[config.mk]
export PLATFORM = sky130hd
export DESIGN_NAME = ext_divider
export DESIGN_NICKNAME = d
export VERILOG_FILES = /design/src/rtl/ext_divider_pkg.sv /design/src/rtl/ext_divider_ctrl.sv /design/src/rtl/ext_divider_dp.sv /design/src/rtl/ext_divider.sv
export SDC_FILE = /design/constraint.sdc
export NUM_CORES = 1
export LEC_CHECK = 0
export BUFFER_PORTS_ARGS = -buffer_cell sky130_fd_sc_hd__buf_2
export CAP_MARGIN = 25
export CORE_MARGIN = 1
export CORE_UTILIZATION = 59
export CTS_BUF_LIST = sky130_fd_sc_hd__clkbuf_8 sky130_fd_sc_hd__clkbuf_16
export CTS_CLUSTER_SIZE = 30
export DETAILED_ROUTE_END_ITERATION = 8
export PLACE_DENSITY_LB_ADDON = 0.25
export SLEW_MARGIN = 20
export SYNTH_ARGS = -nofsm -noshare
export SYNTH_HDL_FRONTEND = slang
export SYNTH_HIERARCHICAL = 1
export SYNTH_SLANG_ARGS = --single-unit
[constraint.sdc]
create_clock -name clk -period 3.1 [get_ports clk]
set_clock_uncertainty 0.15 [all_clocks]
set_input_delay 0.31 -clock clk [delete_from_list [all_inputs] [get_ports clk]]
set_output_delay 0.31 -clock clk [all_outputs]
set_load 0.02 [all_outputs]
[src/rtl/ext_divider_pkg.sv]
package ext_divider_pkg;
  typedef enum logic [1:0] {
    OP_SDIV16  = 2'd0,
    OP_UDIV32  = 2'd1,
    OP_SDIV32  = 2'd2,
    OP_SDIV32B = 2'd3
  } div_op_e;

  typedef struct packed {
    logic load;
    logic step;
    logic finish;
  } div_ctl_t;
endpackage

[src/rtl/ext_divider_ctrl.sv]
module ext_divider_ctrl
  import ext_divider_pkg::*;
#(
  parameter int HALF_W = 16
) (
  input  logic     clk,
  input  logic     rstN,
  input  logic     start,
  output div_ctl_t ctl,
  output logic     busy,
  output logic     done
);
  localparam int ITER  = 2 * HALF_W;
  localparam int CNT_W = $clog2(ITER + 1);

  logic [CNT_W-1:0] cnt;
  logic             lastStep;

  assign lastStep   = (cnt == CNT_W'(ITER));
  assign ctl.load   = start & ~busy;
  assign ctl.step   = busy & ~lastStep;
  assign ctl.finish = busy & lastStep;

  always_ff @(posedge clk) begin
    if (!rstN) begin
      busy <= 1'b0;
      done <= 1'b0;
      cnt  <= '0;
    end else begin
      done <= 1'b0;
      if (ctl.load) begin
        busy <= 1'b1;
        cnt  <= '0;
      end else if (ctl.finish) begin
        busy <= 1'b0;
        done <= 1'b1;
      end else if (ctl.step) begin
        cnt <= cnt + 1'b1;
      end
    end
  end

  AST_DONE_PULSE: assert property (@(posedge clk) disable iff (!rstN)
    done |=> !done);
  AST_BUSY_OFF_AT_DONE: assert property (@(posedge clk) disable iff (!rstN)
    done |-> !busy);
  AST_RUN_CONTINUES: assert property (@(posedge clk) disable iff (!rstN)
    (busy && !lastStep) |=> busy);
endmodule

[src/rtl/ext_divider_dp.sv]
module ext_divider_dp
  import ext_divider_pkg::*;
#(
  parameter int HALF_W = 16
) (
  input  logic              clk,
  input  logic              rstN,
  input  div_ctl_t          ctl,
  input  logic [1:0]        opSel,
  input  logic [HALF_W-1:0] opY,
  input  logic [HALF_W-1:0] opD,
  input  logic [HALF_W-1:0] opX,
  output logic [HALF_W-1:0] quotient,
  output logic [HALF_W-1:0] remainder,
  output logic              resWe,
  output logic              flagN,
  output logic              flagZ,
  output logic              flagV,
  output logic              flagC
);
  localparam int FULL_W = 2 * HALF_W;
  localparam logic [FULL_W-1:0] POS_LIM = {{(HALF_W+1){1'b0}}, {(HALF_W-1){1'b1}}};
  localparam logic [FULL_W-1:0] NEG_LIM = POS_LIM + 1'b1;

  // operand capture
  logic              signedIn, wideIn, dndNegIn, dvsNegIn;
  logic [FULL_W-1:0] dndIn, dndMagIn;
  logic [HALF_W-1:0] dvsMagIn;

  assign signedIn = (opSel != OP_UDIV32);
  assign wideIn   = (opSel != OP_SDIV16);
  assign dndIn    = wideIn ? {opY, opD} : {{HALF_W{opD[HALF_W-1]}}, opD};
  assign dndNegIn = signedIn & dndIn[FULL_W-1];
  assign dvsNegIn = signedIn & opX[HALF_W-1];
  assign dndMagIn = dndNegIn ? (~dndIn + 1'b1) : dndIn;
  assign dvsMagIn = dvsNegIn ? (~opX + 1'b1) : opX;

  // working state
  logic [FULL_W-1:0] quoR;
  logic [HALF_W-1:0] remR, dvsR;
  logic              dndNegR, dvsNegR, signedR, zeroR;

  // one restoring step
  logic [HALF_W:0] shifted, diff;
  logic            fits;

  assign shifted = {remR, quoR[FULL_W-1]};
  assign diff    = shifted - {1'b0, dvsR};
  assign fits    = (shifted >= {1'b0, dvsR});

  // sign fix-up and flags
  logic              qNeg, ovf;
  logic [HALF_W-1:0] qLow, rOut;

  assign qNeg = signedR & (dndNegR ^ dvsNegR);
  assign qLow = qNeg ? (~quoR[HALF_W-1:0] + 1'b1) : quoR[HALF_W-1:0];
  assign rOut = dndNegR ? (~remR + 1'b1) : remR;
  assign ovf  = signedR ? (qNeg ? (quoR > NEG_LIM) : (quoR > POS_LIM))
                        : (|quoR[FULL_W-1:HALF_W]);

  always_ff @(posedge clk) begin
    if (!rstN) begin
      quoR      <= '0;
      remR      <= '0;
      dvsR      <= '0;
      dndNegR   <= 1'b0;
      dvsNegR   <= 1'b0;
      signedR   <= 1'b0;
      zeroR     <= 1'b0;
      quotient  <= '0;
      remainder <= '0;
      resWe     <= 1'b0;
      flagN     <= 1'b0;
      flagZ     <= 1'b0;
      flagV     <= 1'b0;
      flagC     <= 1'b0;
    end else if (ctl.load) begin
      quoR    <= dndMagIn;
      remR    <= '0;
      dvsR    <= dvsMagIn;
      dndNegR <= dndNegIn;
      dvsNegR <= dvsNegIn;
      signedR <= signedIn;
      zeroR   <= (opX == '0);
    end else if (ctl.step) begin
      remR <= fits ? diff[HALF_W-1:0] : shifted[HALF_W-1:0];
      quoR <= {quoR[FULL_W-2:0], fits};
    end else if (ctl.finish) begin
      flagC <= zeroR;
      resWe <= ~zeroR;
      if (zeroR) begin
        flagN <= 1'b0;
        flagZ <= 1'b0;
        flagV <= 1'b0;
      end else begin
        quotient  <= qLow;
        remainder <= rOut;
        flagN     <= qLow[HALF_W-1];
        flagZ     <= (quoR == '0);
        flagV     <= ovf;
      end
    end
  end

  AST_OPERANDS_HELD: assert property (@(posedge clk) disable iff (!rstN)
    ctl.step |=> ($stable(dvsR) && $stable(zeroR) && $stable(signedR)));
  AST_REM_BELOW_DIVISOR: assert property (@(posedge clk) disable iff (!rstN)
    (ctl.step && !zeroR) |=> (remR < dvsR));
endmodule

[src/rtl/ext_divider.sv]
module ext_divider
  import ext_divider_pkg::*;
#(
  parameter int HALF_W = 16
) (
  input  logic              clk,
  input  logic              rstN,
  input  logic              start,
  input  logic [1:0]        opSel,
  input  logic [HALF_W-1:0] opY,
  input  logic [HALF_W-1:0] opD,
  input  logic [HALF_W-1:0] opX,
  output logic              busy,
  output logic              done,
  output logic [HALF_W-1:0] quotient,
  output logic [HALF_W-1:0] remainder,
  output logic              resWe,
  output logic              flagN,
  output logic              flagZ,
  output logic              flagV,
  output logic              flagC
);
  div_ctl_t ctl;

  ext_divider_ctrl #(.HALF_W(HALF_W)) u_ctrl (
    .clk(clk), .rstN(rstN), .start(start), .ctl(ctl), .busy(busy), .done(done)
  );

  ext_divider_dp #(.HALF_W(HALF_W)) u_dp (
    .clk(clk), .rstN(rstN), .ctl(ctl), .opSel(opSel), .opY(opY), .opD(opD), .opX(opX),
    .quotient(quotient), .remainder(remainder), .resWe(resWe),
    .flagN(flagN), .flagZ(flagZ), .flagV(flagV), .flagC(flagC)
  );

  AST_CARRY_EXCLUSIVE: assert property (@(posedge clk) disable iff (!rstN)
    done |-> (flagC ^ resWe));
endmodule

Yosys cells after proc, flatten, opt, wreduce, memory -nomap -nowiden
Cells that the tools add are included.
{"block": "classes", "eq_ne": 2, "bitwise": 18, "addsub": 6, "magnitude_cmp": 3, "reduce_logical": 10, "muxes": 16}
{"cell": "$mux 32", "n": 4}
{"cell": "$mux 16", "n": 4}
{"cell": "$add 16x1->16 const B", "n": 3}
{"cell": "$not 16->16", "n": 3}
{"cell": "$add 32x1->32 const B", "n": 1}
{"cell": "$gt 32x15->1 const B", "n": 1}
{"cell": "$gt 32x16->1 const B", "n": 1}
{"cell": "$logic_not 32->1", "n": 1}
{"cell": "$not 32->32", "n": 1}
{"cell": "$ge 17x16->1", "n": 1}
{"cell": "$logic_not 16->1", "n": 1}
{"cell": "$reduce_or 16->1", "n": 1}
{"cell": "$sub 16x16->16", "n": 1}
{"cell": "$mux 1", "n": 8}
{"cell": "$not 1->1", "n": 7}
{"cell": "$add 6x1->6 const B", "n": 1}
{"cell": "$and 1x1->1", "n": 6}
{"cell": "$eq 6x6->1 const B", "n": 1}
{"cell": "$reduce_bool 2->1", "n": 3}
{"cell": "$reduce_and 4->1", "n": 1}
{"cell": "$reduce_and 3->1", "n": 1}
{"cell": "$ne 2x1->1 const B", "n": 1}
{"cell": "$reduce_and 2->1", "n": 1}
{"cell": "$reduce_or 2->1", "n": 1}
{"cell": "$xor 1x1->1", "n": 1}
{"block": "totals", "regBits": 113, "out_inout_bits": 39, "elab_cells": 72, "inputBits": 53}

Depth between registers and ports, before layout
{"block": "logic_depth", "word_depth": 6, "depth_mapped": 10}

By module
Netlist, hierarchy kept.
{"module": "ext_divider_dp", "n_inst": 1, "cells_per_inst": 879, "seq_area_each_um2": 2102.0, "area_each_um2": 6835.3}
{"module": "ext_divider_ctrl", "n_inst": 1, "cells_per_inst": 40, "seq_area_each_um2": 160.2, "area_each_um2": 371.6}

Worst setup path after synthesis
OpenSTA, ideal clock, no wires.
{"block": "synth_timing", "path_kind": "register to register", "from": "reg u_dp.remR[11]", "to": "reg u_dp.remR[2]", "t_arrival_ns": 2.196, "synth_period_minus_slack_ns": 2.420, "setup_ns": 0.074, "stages_incl_launch_ff": 9, "slack_ns": 0.680, "n_path_buf": 1, "required_time_ns": 2.876, "cell_sequence": "dfxtp_1 ha_1 a211o_1 a21oi_1 o21a_1 a211o_1 buf_1 nand3_1 a31oi_1"}
{"block": "synth_between", "elab_chain_len": 2}
{"element": "start, declared", "line": "ext_divider_dp.sv:40", "rtl": "logic [HALF_W-1:0] remR, dvsR;"}
{"element": "start signal, assigned", "line": "ext_divider_dp.sv:86", "rtl": "remR <= fits ? diff[HALF_W-1:0] : shifted[HALF_W-1:0];"}
{"element": "$ge 17x16->1", "line": "ext_divider_dp.sv:49", "rtl": "assign fits = (shifted >= {1'b0, dvsR});"}
{"element": "$mux 16", "line": "ext_divider_dp.sv:86"}
Every way passes these cells.
A chain may end at the register's enable or synchronous reset.

Final worst setup path
{"block": "layout_timing", "from": "reg u_dp.remR[11]", "to": "reg u_dp.remR[11]"}
The elaborated chain is that of the path after synthesis.

==> flow_metrics.py <==
metrics = {
    "outcome": {
        "status": "finished clean",
    },
    "hold_path": {
        "hold_path.class": "in -> reg",
    },
    "logic_synthesis": {
        "synth_area_per_cell_um2": 7.84,
        "synth_top_cell_by_area": "dfxtp_1",
        "synthMostInstantiatedCell": "dfxtp_1",
        "async_reset_ff_frac": 0,
        "syn-instance-count": 919,
        "synth.area.top_cells": "dfxtp_1 (31%), xnor2_1 (5.6%), o21ai_0 (5.3%)",
        "ys_types": 65,
        "synth-main-ff-cell": "dfxtp_1",
        "yosysTopAreaCellShare": 0.314,
        "syn_area_um2": 7210,
        "synth_nets": 995,
        "yosys_register_bits": 113,
        "synth_common_cells": "dfxtp_1 (113), nand2_1 (82), o21ai_0 (76)",
        "synth_edf_count": 0,
        "synth_seq_area_share": 0.314,
        "yosysWarnings": 6,
    },
    "placement": {
        "globalplace.congestion": 0.905,
        "port_buffers": 91,
        "hpwl_mm": 13.7,
        "dp.cells": 1126,
        "pre_cts_slack_ns": 0.317,
        "placed_area_um2": 7830,
    },
    "power": {
        "swShare": 0.306,
        "internal-power_mw": 3.29,
        "power_leakage_nw": 3.40,
        "total_power_mw": 4.74,
        "seq_power_share": 0.341,
        "vdd_drop_max_mv": 0.480,
        "power_density_nw_per_um2": 562,
        "power_frac_comb": 0.237,
        "p_switching_mw": 1.45,
        "clkPwrFrac": 0.421,
    },
    "drt": {
        "drtIter0Drc": 512,
        "drtAntennaViolNets": 0,
        "drt_first_pass_iters": 5,
        "detail_route.wl_per_cell_um": 16.3,
        "vias_per_cell": 6.12,
        "drc_errors": 0,
        "vias": 7090,
        "routed_wl_mm": 18.9,
    },
    "worst_setup_path": {
        "ff2ff_path_depth": 7,
        "cp.depth": 7,
        "crit_slowest_cell": "nor4b_1",
        "r2r_end": "u_dp/remR[11]",
        "path_delay_family": "simple AND/OR/NAND/NOR gates",
        "endpoint": "u_dp/remR[11]",
        "reg2reg_from": "u_dp/remR[11]",
        "crit_chain": "ha_1 > a211o_1 > a21oi_1 > nand2_1 > nor4b_1 > or3_1 > o21ai_0",
        "critPathKind": "reg -> reg",
        "crit_path_end_kind": "flip-flop",
        "cp_data_required_time_ns": 3.22,
        "path_max_fanout": 8,
        "r2r_setup_slack_ns": 0.22,
        "crit_arrival_ns": 3.00,
        "cpPeakStageDelay_ns": 0.55,
        "crit_path_start_kind": "flip-flop",
        "cp-startpoint": "u_dp/remR[11]",
        "critPathBufInv": 0,
    },
    "clock_network": {
        "cts_buffers": 17,
        "clk-insertion-delay-late_ns": 0.41,
        "clock_path_buffers": 2,
        "cts_max_level": 4,
        "cts_tree": "done",
        "hold_buffers": 0,
        "cts-resized-gates": 0,
        "path_clk_slew_ns": 0.06,
        "cts_setup_buffers": 0,
        "cts.sinks": 113,
        "cts_root_buffer": "clkbuf_16",
    },
    "die": {
        "die_w_um": 113,
        "initial_utilization": 0.603,
        "chipHeight_um": 113,
        "coreArea_um2": 12000,
        "rows": 40,
        "dieArea_um2": 12700,
        "ioPinCount": 92,
    },
    "grt": {
        "track_usage": 0.305,
        "overflow": 0,
        "grt_pass1_vias": 6414,
        "antenna_found_initial": 0,
        "grt_pass1_wl_mm": 30.9,
        "grt_max_degree": 64,
    },
    "timing": {
        "fin_ws_ns": 0.223,
        "finalMaxSlewViolations": 0,
        "fin_tns_setup_ns": 0,
        "hold_ws_ns": 0.0178,
        "rsz0062_at_grt": "no",
        "worstMarginPinSlew_ns": 1.01,
        "finalSetupViolations": 0,
        "hold_violations": 0,
        "min_period_ns": 2.88,
        "maxSlewHeadroom": 0.323,
        "min_period_over_period": 0.928,
        "max_freq_mhz": 348,
    },
    "cells_and_area": {
        "drive_gt1_frac": 0.159,
        "area_delta_synth_final_pct": 17.2,
        "nets": 1074,
        "final_cells": 1158,
        "stdcell_area_um2": 8450,
        "n_antenna_cell": 0,
        "fin_util": 0.706,
    },
    "flow_run": {
        "drv_cap": 0,
    },
}
## worst min-delay path by stage
stage          cells past startpoint                to  slack (ns)             start
6_report                           3     u_dp/quoR[27]        0.02           opY[11]
5_1_grt                            3     u_dp/quoR[27]        0.04           opY[11]
4_1_cts                            3     u_dp/quoR[27]        0.01           opY[11]
3_5_place_dp                       1        u_dp/flagV        0.28        u_dp/flagV
3_3_place_gp                       2  u_dp/quotient[8]        0.28  u_dp/quotient[8]
2_1_floorplan                      1      u_dp/quoR[0]        0.27            opD[0]
## logic make-up after synthesis
group / Yosys count / share of synthesized area
flops: 113 / 0.314
simple gates: 306 / 0.215
mux: 26 / 0.0372
xor+xnor: 79 / 0.0960
compound gates: 285 / 0.251
fa+ha+maj: 23 / 0.0410
buf+inv: 87 / 0.0457
## area by class of cell
| class | instances | area [µm²] |
|---|---|---|
| timing repair buffer | 113 | 633 |
| clock buffer | 19 | 453 |
| clock inverter | 13 | 160 |
| sequential | 113 | 2260 |
| inverter | 34 | 128 |
| fill | 962 | 3520 |
| multi-input combinational | 719 | 4630 |
| tap | 147 | 184 |
## per-layer routing
metal | vias to the layer above | share of wire | track usage | wire length (µm)
met1 | 3292 | 0.45 | 0.401 | 8510
met3 | 33 | 0.062 | 0.0470 | 1170
li1 | 3514 | - | - | -
met4 | 0 | 0.019 | 0.119 | 354
met2 | 251 | 0.47 | 0.505 | 8890
met5 | - | 0 | 0 | 0
## tightest hold or removal path: cells and delay by family
family / cells / cell delay [ns]
AOI/OAI and AO/OA: 1 / 0.07
buffers and inverters: 1 / 0.11
and+or+nand+nor: 1 / 0.05
## flip-flops by register name, indices dropped and copies added (netlist names)
name / cells
u_ctrl/done: 1
u_dp/zeroR: 1
u_dp/quotient: 16
u_dp/flagN: 1
u_dp/flagV: 1
u_dp/remR: 16
u_dp/remainder: 16
u_dp/dvsNegR: 1
u_dp/flagC: 1
u_dp/flagZ: 1
u_ctrl/cnt: 6
u_dp/signedR: 1
u_dp/dvsR: 16
u_dp/quoR: 32
u_dp/dndNegR: 1
u_ctrl/busy: 1
u_dp/resWe: 1
## layout by cell type, fill, tap and decap left out, types with 4 or more instances in the layout
cell type / n
dfxtp_1: 113
buf_2: 91
nand2_1: 82
o21ai_0: 76
nor2_1: 72
a21oi_1: 56
xnor2_1: 46
a211oi_1: 40
inv_1: 33
xor2_1: 33
nor3_1: 25
ha_1: 22
buf_4: 21
nor2b_1: 21
mux2i_1: 20
a31oi_1: 20
o31ai_1: 18
clkbuf_16: 17
nand3_1: 17
o21a_1: 12
or3_1: 12
nor4_1: 11
nand2b_1: 10
o22ai_1: 10
nor3b_1: 9
or4_1: 8
o21ai_1: 8
and3_1: 7
and2_1: 7
nand4_1: 6
mux2_2: 6
a211o_1: 5
o41ai_1: 5
o2111ai_1: 5
a21o_1: 5
nand3b_1: 4
## power groups by stage
stage	Sequential [mW]	Clock, mW	Combinational (mW)
2_1_floorplan	1.62	0	0.826
3_5_place_dp	1.64	0	1.09
5_1_grt	1.63	2.08	1.24
4_1_cts	1.61	2.02	1.11
6_report	1.62	2.00	1.13
3_3_place_gp	1.64	0	1.09
(Power assumes the default switching activity.)
